$ cat src/rtl/can_txsel_pkg.sv
package can_txsel_pkg;

    localparam int unsigned WORD_W    = 32;
    localparam int unsigned MSG_WORDS = 4;
    localparam int unsigned WCNT_W    = $clog2(MSG_WORDS);

    typedef logic [WORD_W-1:0] word_t;

    // Field order matters: identifier first, then length, then data words.
    typedef struct packed {
        word_t id;
        word_t len;
        word_t dlo;
        word_t dhi;
    } can_msg_t;

endpackage

$ cat src/rtl/can_msg_assemble.sv
module can_msg_assemble
    import can_txsel_pkg::*;
(
    input  logic     clk,
    input  logic     rst_n,
    input  logic     wr_en,
    input  word_t    wr_data,
    input  logic     room,
    output logic     commit,
    output logic     reject,
    output can_msg_t msg
);

    typedef struct packed {
        logic [WCNT_W-1:0]                cnt;
        logic [MSG_WORDS-2:0][WORD_W-1:0] stage;
    } asm_state_t;

    asm_state_t st_d, st_q;

    always_comb begin
        st_d   = st_q;
        commit = 1'b0;
        reject = 1'b0;
        if (wr_en) begin
            if (st_q.cnt == WCNT_W'(MSG_WORDS - 1)) begin
                commit   = room;
                reject   = !room;
                st_d.cnt = '0;
            end else begin
                st_d.stage[st_q.cnt] = wr_data;
                st_d.cnt             = st_q.cnt + WCNT_W'(1);
            end
        end
        msg.id  = st_q.stage[0];
        msg.len = st_q.stage[1];
        msg.dlo = st_q.stage[2];
        msg.dhi = wr_data;
    end

    always_ff @(posedge clk) begin
        if (!rst_n) st_q <= '0;
        else        st_q <= st_d;
    end

endmodule

$ cat src/rtl/can_tx_hpbuf.sv
module can_tx_hpbuf
    import can_txsel_pkg::*;
(
    input  logic     clk,
    input  logic     rst_n,
    input  logic     load,
    input  can_msg_t load_msg,
    input  logic     free,
    output logic     full,
    output can_msg_t msg
);

    typedef struct packed {
        logic     full;
        can_msg_t msg;
    } hp_state_t;

    hp_state_t st_d, st_q;

    always_comb begin
        st_d = st_q;
        if (free) st_d.full = 1'b0;
        if (load && !st_q.full) begin
            st_d.full = 1'b1;
            st_d.msg  = load_msg;
        end
        full = st_q.full;
        msg  = st_q.msg;
    end

    always_ff @(posedge clk) begin
        if (!rst_n) st_q <= '0;
        else        st_q <= st_d;
    end

endmodule

$ cat src/rtl/can_tx_fifo.sv
module can_tx_fifo
    import can_txsel_pkg::*;
#(
    parameter int unsigned DEPTH = 4
) (
    input  logic     clk,
    input  logic     rst_n,
    input  logic     push,
    input  can_msg_t push_msg,
    input  logic     pop,
    output logic     full,
    output logic     empty,
    output can_msg_t head
);

    localparam int unsigned AW = (DEPTH > 1) ? $clog2(DEPTH) : 1;
    localparam int unsigned CW = $clog2(DEPTH + 1);

    typedef struct packed {
        can_msg_t [DEPTH-1:0] mem;
        logic [AW-1:0]        rd;
        logic [AW-1:0]        wr;
        logic [CW-1:0]        cnt;
    } fifo_state_t;

    fifo_state_t st_d, st_q;
    logic push_ok, pop_ok;

    function automatic logic [AW-1:0] ptr_next(input logic [AW-1:0] p);
        return (p == AW'(DEPTH - 1)) ? '0 : p + AW'(1);
    endfunction

    always_comb begin
        st_d    = st_q;
        full    = (st_q.cnt == CW'(DEPTH));
        empty   = (st_q.cnt == '0);
        push_ok = push && !full;
        pop_ok  = pop && !empty;
        if (push_ok) begin
            st_d.mem[st_q.wr] = push_msg;
            st_d.wr           = ptr_next(st_q.wr);
        end
        if (pop_ok) st_d.rd = ptr_next(st_q.rd);
        st_d.cnt = st_q.cnt + CW'(push_ok) - CW'(pop_ok);
        head     = st_q.mem[st_q.rd];
    end

    always_ff @(posedge clk) begin
        if (!rst_n) st_q <= '0;
        else        st_q <= st_d;
    end

endmodule

$ cat src/rtl/can_tx_lock.sv
module can_tx_lock (
    input  logic clk,
    input  logic rst_n,
    input  logic halt,
    input  logic hp_full,
    input  logic fifo_empty,
    input  logic fb_done,
    input  logic fb_arb_lost,
    input  logic fb_err,
    output logic valid,
    output logic lock,
    output logic src_hp,
    output logic hp_free,
    output logic fifo_pop
);

    typedef struct packed {
        logic lock;
        logic src_hp;
    } lock_state_t;

    lock_state_t st_d, st_q;
    logic success;

    always_comb begin
        st_d     = st_q;
        hp_free  = 1'b0;
        fifo_pop = 1'b0;
        valid    = st_q.lock && !halt;
        // any failure indication overrides a concurrent success
        success  = valid && fb_done && !fb_arb_lost && !fb_err;
        if (success) begin
            st_d.lock = 1'b0;
            hp_free   = st_q.src_hp;
            fifo_pop  = !st_q.src_hp;
        end else if (!st_q.lock && !halt) begin
            if (hp_full) begin
                st_d.lock   = 1'b1;
                st_d.src_hp = 1'b1;
            end else if (!fifo_empty) begin
                st_d.lock   = 1'b1;
                st_d.src_hp = 1'b0;
            end
        end
        lock   = st_q.lock;
        src_hp = st_q.src_hp;
    end

    always_ff @(posedge clk) begin
        if (!rst_n) st_q <= '0;
        else        st_q <= st_d;
    end

endmodule

$ cat src/rtl/can_tx_select.sv
module can_tx_select
    import can_txsel_pkg::*;
#(
    parameter int unsigned DEPTH = 4
) (
    input  logic        clk,
    input  logic        rst_n,
    input  logic        cfg_mode,
    input  logic        bus_off,
    input  logic        hp_wr_en,
    input  logic [31:0] hp_wr_data,
    input  logic        fifo_wr_en,
    input  logic [31:0] fifo_wr_data,
    input  logic        tx_done,
    input  logic        tx_arb_lost,
    input  logic        tx_err,
    output logic        tx_valid,
    output logic        tx_src_hp,
    output logic [31:0] tx_id_word,
    output logic [31:0] tx_len_word,
    output logic [31:0] tx_data_lo,
    output logic [31:0] tx_data_hi,
    output logic [28:0] tx_ident,
    output logic        tx_ide,
    output logic        tx_rtr,
    output logic [3:0]  tx_dlc,
    output logic        hp_busy,
    output logic        fifo_full,
    output logic        fifo_empty,
    output logic        hp_ovf,
    output logic        fifo_ovf
);

    typedef struct packed {
        logic hp_ovf;
        logic fifo_ovf;
    } flag_state_t;

    flag_state_t fl_d, fl_q;

    logic     hp_commit, hp_reject, fq_commit, fq_reject;
    can_msg_t hp_new, fq_new, hp_msg, fq_head, sel_msg;
    logic     hp_full, hp_free, fq_pop, sel_lock, sel_src_hp, halt;

    assign halt = cfg_mode || bus_off;

    can_msg_assemble i_asm_hp (
        .clk(clk), .rst_n(rst_n), .wr_en(hp_wr_en), .wr_data(hp_wr_data),
        .room(!hp_full), .commit(hp_commit), .reject(hp_reject), .msg(hp_new)
    );

    can_msg_assemble i_asm_fq (
        .clk(clk), .rst_n(rst_n), .wr_en(fifo_wr_en), .wr_data(fifo_wr_data),
        .room(!fifo_full), .commit(fq_commit), .reject(fq_reject), .msg(fq_new)
    );

    can_tx_hpbuf i_hpbuf (
        .clk(clk), .rst_n(rst_n), .load(hp_commit), .load_msg(hp_new),
        .free(hp_free), .full(hp_full), .msg(hp_msg)
    );

    can_tx_fifo #(.DEPTH(DEPTH)) i_fifo (
        .clk(clk), .rst_n(rst_n), .push(fq_commit), .push_msg(fq_new),
        .pop(fq_pop), .full(fifo_full), .empty(fifo_empty), .head(fq_head)
    );

    can_tx_lock i_lock (
        .clk(clk), .rst_n(rst_n), .halt(halt), .hp_full(hp_full),
        .fifo_empty(fifo_empty), .fb_done(tx_done), .fb_arb_lost(tx_arb_lost),
        .fb_err(tx_err), .valid(tx_valid), .lock(sel_lock), .src_hp(sel_src_hp),
        .hp_free(hp_free), .fifo_pop(fq_pop)
    );

    always_comb begin
        fl_d          = fl_q;
        fl_d.hp_ovf   = fl_q.hp_ovf   || hp_reject;
        fl_d.fifo_ovf = fl_q.fifo_ovf || fq_reject;

        sel_msg     = sel_src_hp ? hp_msg : fq_head;
        tx_src_hp   = sel_src_hp;
        tx_id_word  = sel_msg.id;
        tx_len_word = sel_msg.len;
        tx_data_lo  = sel_msg.dlo;
        tx_data_hi  = sel_msg.dhi;
        tx_ident    = {sel_msg.id[10:0], sel_msg.id[30:13]};
        tx_ide      = sel_msg.id[12];
        tx_rtr      = sel_msg.id[12] ? sel_msg.id[31] : sel_msg.id[11];
        tx_dlc      = sel_msg.len[3:0];
        hp_busy     = hp_full;
        hp_ovf      = fl_q.hp_ovf;
        fifo_ovf    = fl_q.fifo_ovf;
    end

    always_ff @(posedge clk) begin
        if (!rst_n) fl_q <= '0;
        else        fl_q <= fl_d;
    end

endmodule

$ cat config.mk
export PLATFORM = sky130hd
export DESIGN_NAME = can_tx_select
export DESIGN_NICKNAME = d
export VERILOG_FILES = /design/src/rtl/can_txsel_pkg.sv /design/src/rtl/can_msg_assemble.sv /design/src/rtl/can_tx_hpbuf.sv /design/src/rtl/can_tx_fifo.sv /design/src/rtl/can_tx_lock.sv /design/src/rtl/can_tx_select.sv
export SDC_FILE = /design/constraint.sdc
export NUM_CORES = 2
export LEC_CHECK = 0
export ABC_AREA = 1
export ABC_CLOCK_PERIOD_IN_PS = 2600
export BUFFER_PORTS_ARGS = -buffer_cell sky130_fd_sc_hd__clkbuf_2
export CORE_ASPECT_RATIO = 0.8
export CORE_MARGIN = 2
export CORE_UTILIZATION = 45
export CTS_CLUSTER_DIAMETER = 60
export DETAILED_ROUTE_END_ITERATION = 7
export PLACE_DENSITY = 0.72
export SKIP_CTS_REPAIR_TIMING = 1
export SLEW_MARGIN = 30
export SYNTH_ARGS = -nofsm -noshare
export SYNTH_HDL_FRONTEND = slang
export SYNTH_SLANG_ARGS = --single-unit
$ cat constraint.sdc
create_clock -name clk -period 2.6 [get_ports clk]
set_input_delay 0 -clock clk [delete_from_list [all_inputs] [get_ports clk]]
set_output_delay 0 -clock clk [all_outputs]
set_load 0.02 [all_outputs]
# Yosys cells after proc, flatten, opt, wreduce, memory -nomap -nowiden
# Cells that the tools add are included.
[op_classes]
add_sub_neg = 6
magnitude_cmp = 7
n_eq_ne = 6
mux = 31
bitwise_logic = 4
n_reduce_logical = 29
[op_table]
columns = ["cell", "count"]
rows = [
  ["bitwise mux 512 bit", 1],
  ["2-to-1 mux 128 bit", 3],
  ["binary-select mux 128 bit (select 2 bit)", 1],
  ["demux 128 bit (select 2 bit)", 1],
  ["bitwise mux 96 bit", 2],
  ["2-to-1 mux 129 bit", 1],
  ["demux 32 bit (select 2 bit)", 2],
  ["2-to-1 mux 32 bit", 2],
  ["< comparator 2 x 3 -> 1 bit, second input constant", 4],
  ["2-to-1 mux 1 bit", 12],
  ["2-to-1 mux 2 bit", 6],
  ["logical AND 1 bit", 11],
  ["adder 2 x 1 -> 2 bit, second input constant", 4],
  ["== test 2 bit, second input constant", 4],
  ["zero test 1 bit", 8],
  ["greater-or-equal comparator 2 x 1 -> 1 bit, second input constant", 3],
  ["AND reduction 2 bit", 3],
  ["NOT 1 bit", 4],
  ["adder 3 x 1 -> 3 bit", 1],
  ["== test 3 bit, second input constant", 1],
  ["zero test 3 bit", 1],
  ["logical OR 1 bit", 3],
  ["AND reduction 3 bit", 1],
  ["subtractor 3 x 1 -> 3 bit", 1],
  ["other kinds (3)", 3],
]
[word_totals]
reg_bits = 848
inputBits = 73
word_cells = 119

# Logic depth before layout (Yosys ltp)
[depth]
depth_word = 9
mapped_depth = 11
depth_no_buf = 11

# Cells and area by module
# A second synthesis with hierarchy kept.
[unflattened]
hier_cells = 7614
area_unflattened_um2 = 46648.5
[modules_own_cells]
columns = ["module", "n_inst", "cells_each", "area_per_inst_um2", "seq_area_each_um2"]
rows = [
  ["can_tx_fifo", 1, 4781, 28906.5, 10390.0],
  ["can_tx_hpbuf", 1, 832, 5440.2, 2582.5],
  ["can_msg_assemble at i_asm_hp", 1, 757, 5122.4, 1961.9],
  ["can_msg_assemble at i_asm_fq", 1, 755, 5088.6, 1961.9],
  ["can_tx_select", 1, 465, 1946.9, 40.0],
  ["can_tx_lock", 1, 24, 143.9, 40.0],
]

# Least setup slack after synthesis
# Ideal clock, no wire load.
[synth_path]
kind = "register -> register"
start = "register i_lock.st_q (netlist bit i_lock.src_hp)"
end = "register i_fifo.st_q[2] (netlist bit)"
setup_ns = 0.121
t_arrival_ns = 1.904
required_ns = 2.479
path_slack_ns = 0.575
stages_incl_launch_ff = 11
path_cell_list = "dfxtp_1 > clkbuf_1 > a21oi_1 > nand2_1 > inv_1 > ha_1 > inv_1 > ha_1 > fa_1 > o21ai_0 > a21oi_1"
[synth_between]
elab_chain_len = 4
[synth_rtl]
columns = ["item", "line", "rtl"]
rows = [
  ["start, declared", "can_tx_lock.sv:22", "lock_state_t st_d, st_q;"],
  ["start signal, assigned", "can_tx_lock.sv:51", "else st_q <= st_d;"],
  ["zero test 1 bit", "can_tx_lock.sv:35", "fifo_pop = !st_q.src_hp;"],
  ["2-to-1 mux 1 bit", "can_tx_lock.sv:32", "if (success) begin"],
  ["logical AND 1 bit", "can_tx_fifo.sv:38", "pop_ok = pop && !empty;"],
  ["named net i_fifo.pop_ok", "can_tx_fifo.sv:27", "logic push_ok, pop_ok;"],
  ["subtractor 3 x 1 -> 3 bit", "can_tx_fifo.sv:44", "st_d.cnt = st_q.cnt + CW'(push_ok) - CW'(pop_ok);"],
  ["end signal, assigned", "can_tx_fifo.sv:50", "else st_q <= st_d;"],
  ["end, declared", "can_tx_fifo.sv:26", "fifo_state_t st_d, st_q;"],
]
# The timed path passes the listed nets, and every way through them passes these cells.
# A chain may end at the register's enable or synchronous reset.

# Final worst setup path
[layout_path]
start = "register i_lock.st_q (netlist bit i_lock.src_hp)"
end = "output tx_data_lo[17]"
[layout_between]
elab_chain_len = 1
[layout_rtl]
columns = ["item", "line", "rtl"]
rows = [
  ["2-to-1 mux 128 bit", "can_tx_select.sv:79", "sel_msg = sel_src_hp ? hp_msg : fq_head;"],
  ["end, declared", "can_tx_select.sv:21", "output logic [31:0] tx_data_lo,"],
]
# No other way between the ends.

==> flow_summary.yaml <==
worst_setup_path:
  path_buf_inv: 3
  crit_path_top_delay_cell: "buf_4"
  critPathTopFamily: "buffers and inverters"
  cp_cell_sequence: "buf_4 > buf_6 > nand2_1 > nand2_1 > clkbuf_2"
  slowest_delay_ns: 0.52
  r2r-end: "i_fifo.st_q[319]"
  arrival_ns: 2.50
  worstPathRequired_ns: 2.60
  cp_max_fo: 43
  reg2reg_from: "i_asm_fq.st_q[96]"
  crit_type: "reg2out"
  worstRegToRegCells: 8
  worst-path-stages: 5
  cp-endpoint: "tx_data_lo[17]"
  setup.worst_path.end_class: "primary output"
  r2r_slack_ns: 0.42
  path_common_cell: "nand2_1"
  worst_setup_path_start_kind: "register"
  worstSetupStartpoint: "i_lock.src_hp"
logic_synthesis:
  synth_cell_type_count: 27
  seq_area_frac_synth_pct: 43.7
  syn_nets: 5925
  syn_avg_cell_area_um2: 6.66
  yosysWarnings: 0
  ys_seq_elements: 848
  synth_area_mm2: 0.0388
  syn_inst: 5836
global_route:
  overflow: 0
  antenna_found_initial: 19
  grt_pass1_wl_mm: 182
  grt_usage_pct: 26.2
  grt_max_degree: 149
  grt_pass1_vias: 31700
route:
  drc: 0
  dr.pass1.iters: 6
  route.detailed.wl_per_inst_um: 17.0
  vias_per_cell: 5.03
  vias: 35700
  drtIter0Drc: 3781
  ant_nets: 0
  wirelength_mm: 121
clock_network:
  clk_pin_slew_worst_paths_ns: 0.06
  clock_latency_ns: 0.65
  root_buffer: "clkbuf_16"
  cts_buffers: 85
  cts_tree: "built"
  cts.sinks: 848
  cts-htree-levels: 3
  cts_buffer_depth: 3
layout:
  fin_cells: 7100
  drive_gt1_share_pct: 11.8
  areaGrowthSynthToFinish_pct: 12.6
  fin_area_mm2: 0.0438
  final_cell_mix: "1339 x nand2_1, 1097 x nor2_1, 845 x dfxtp_1"
  nets: 5979
  layout_commonest_cell: "nand2_1"
hold_path:
  min-delay-start: "bus_off"
  hp-class: "in2reg"
timing:
  fmax_mhz: 401
  setup_violations: 0
  rsz0062_at_grt: "no"
  hold_slack_ns: -0.0330
  finalHoldViolCount: 2
  fin_crit_sh_pct: 96.0
  setup_slack_ns: 0.105
  worst_pin_slew_ns: 0.774
  fin_skew_ns: 0.0267
  slew_violations: 0
  finalCriticalPeriod_ns: 2.50
  max-slew-margin-rel_pct: 48.4
placement:
  place_congestion: 0.846
  pre_cts_slack_ns: 0.462
  placed_area_mm2: 0.0401
  dp_cells: 6859
  dp_hpwl_mm: 72.8
  io_buffer_count: 242
die:
  core_area_mm2: 0.0856
  fp.dieArea_mm2: 0.0887
  io_pins: 243
  rows: 96
  die_h_um: 267
  initial_core_util_pct: 45.4
  die_w_um: 332
outcome:
  status: "finished, violations left"
  violations: "negative hold slack"
power_and_ir_drop:
  max-vdd-ir-drop_mv: 0.501
  p_per_area_mw_per_mm2: 635
  leakage_nw: 22.2
run:
  maxCapViolCount: 0
state kept, by name (all words and copies together) (netlist names):
| register | cells |
|---|---|
| fifo_ovf | 1 |
| hp_ovf | 1 |
| i_asm_fq.msg | 96 |
| i_asm_fq.st_q | 2 |
| i_asm_hp.msg | 96 |
| i_asm_hp.st_q | 2 |
| i_fifo.st_q | 519 |
| i_hpbuf.full | 1 |
| i_hpbuf.msg | 128 |
| i_lock.lock | 1 |
| i_lock.src_hp | 1 |
cell type report:
cell class | instances | area (um^2)
clock buffer | 131 | 2600
inverter | 731 | 2770
clock inverter | 24 | 284
antenna | 15 | 37.5
timing repair buffer | 385 | 2960
tap | 1127 | 1410
multi-input combinational | 3839 | 16700
fill | 8245 | 41900
sequential | 848 | 17000
through the flow:
step                setup TNS [ns]  util [%]  power (mW)
finish                           0      51.1        27.8
global route                     0      51.1        28.6
CTS                        -0.0799      50.2        27.8
detailed placement               0      46.8        15.2
global placement                 0      46.8        15.2
floorplan                        0         -        14.5
worst register-to-register path, cell delays in order, from the launching register on:
cell	delay [ns]
dfxtp_1	0.41
ha_1	0.23
nand2_2	0.11
nor2_8	0.30
nand2_8	0.31
buf_4	0.46
nand2_2	0.12
nand2_1	0.05
nor2_1	0.10
cell families after synthesis:
logic type      after synthesis  share of synthesized area (%)
compound gates             1128                           14.6
buf+inv                    1149                           13.5
xor+xnor                      1                         0.0225
fa+ha+maj                    16                          0.535
simple gates               2694                           27.7
flops                       848                           43.7
worst min-delay path by stage:
stage / end / cells after the start
floorplan: i_hpbuf.msg[27] / 2
global placement: i_lock.src_hp / 4
detailed placement: i_lock.src_hp / 4
CTS: i_lock.src_hp / 4
global route: i_fifo.st_q[5] / 8
finish: i_fifo.st_q[5] / 8
routing by layer:
| metal | GRT usage [%] | routed length (um) |
|---|---|---|
| met1 | 36.2 | 52900 |
| met3 | 5.01 | 10800 |
| met4 | 10.2 | 4260 |
| met2 | 40.4 | 52400 |
| met5 | 0 | 76 |
synth_stat cells:
cell / n / area (um^2)
buf_6: 33 / 372
nand3_1: 15 / 75.1
fa_1: 1 / 20.0
or2_2: 1 / 6.26
o21ai_0: 576 / 2880
a21oi_1: 549 / 2750
nor2_4: 1 / 11.3
nor3_1: 1 / 5.00
nand2_4: 4 / 45.0
buf_4: 42 / 315
inv_1: 730 / 2740
inv_2: 1 / 3.75
nand2_1: 1339 / 5030
buf_12: 20 / 400
dfxtp_1: 848 / 17000
clkbuf_1: 181 / 679
buf_8: 2 / 30.0
xnor2_1: 1 / 8.76
ha_1: 15 / 188
nor2_1: 1097 / 4120
nor2_2: 7 / 43.8
nor2_8: 1 / 20.0
buf_1: 13 / 48.8
o21a_1: 1 / 7.51
a211oi_1: 2 / 15.0
nand2_2: 228 / 1430
buf_2: 127 / 636
power breakdown:
part | total, mW | switching [mW] | internal [mW]
Combinational | 1.56 | 1.12 | 0.438
Sequential | 13.5 | 0.214 | 13.3
Clock | 12.7 | 5.31 | 7.41
Total | 27.8 | 6.65 | 21.1
Power figures use the tool's default switching activity.
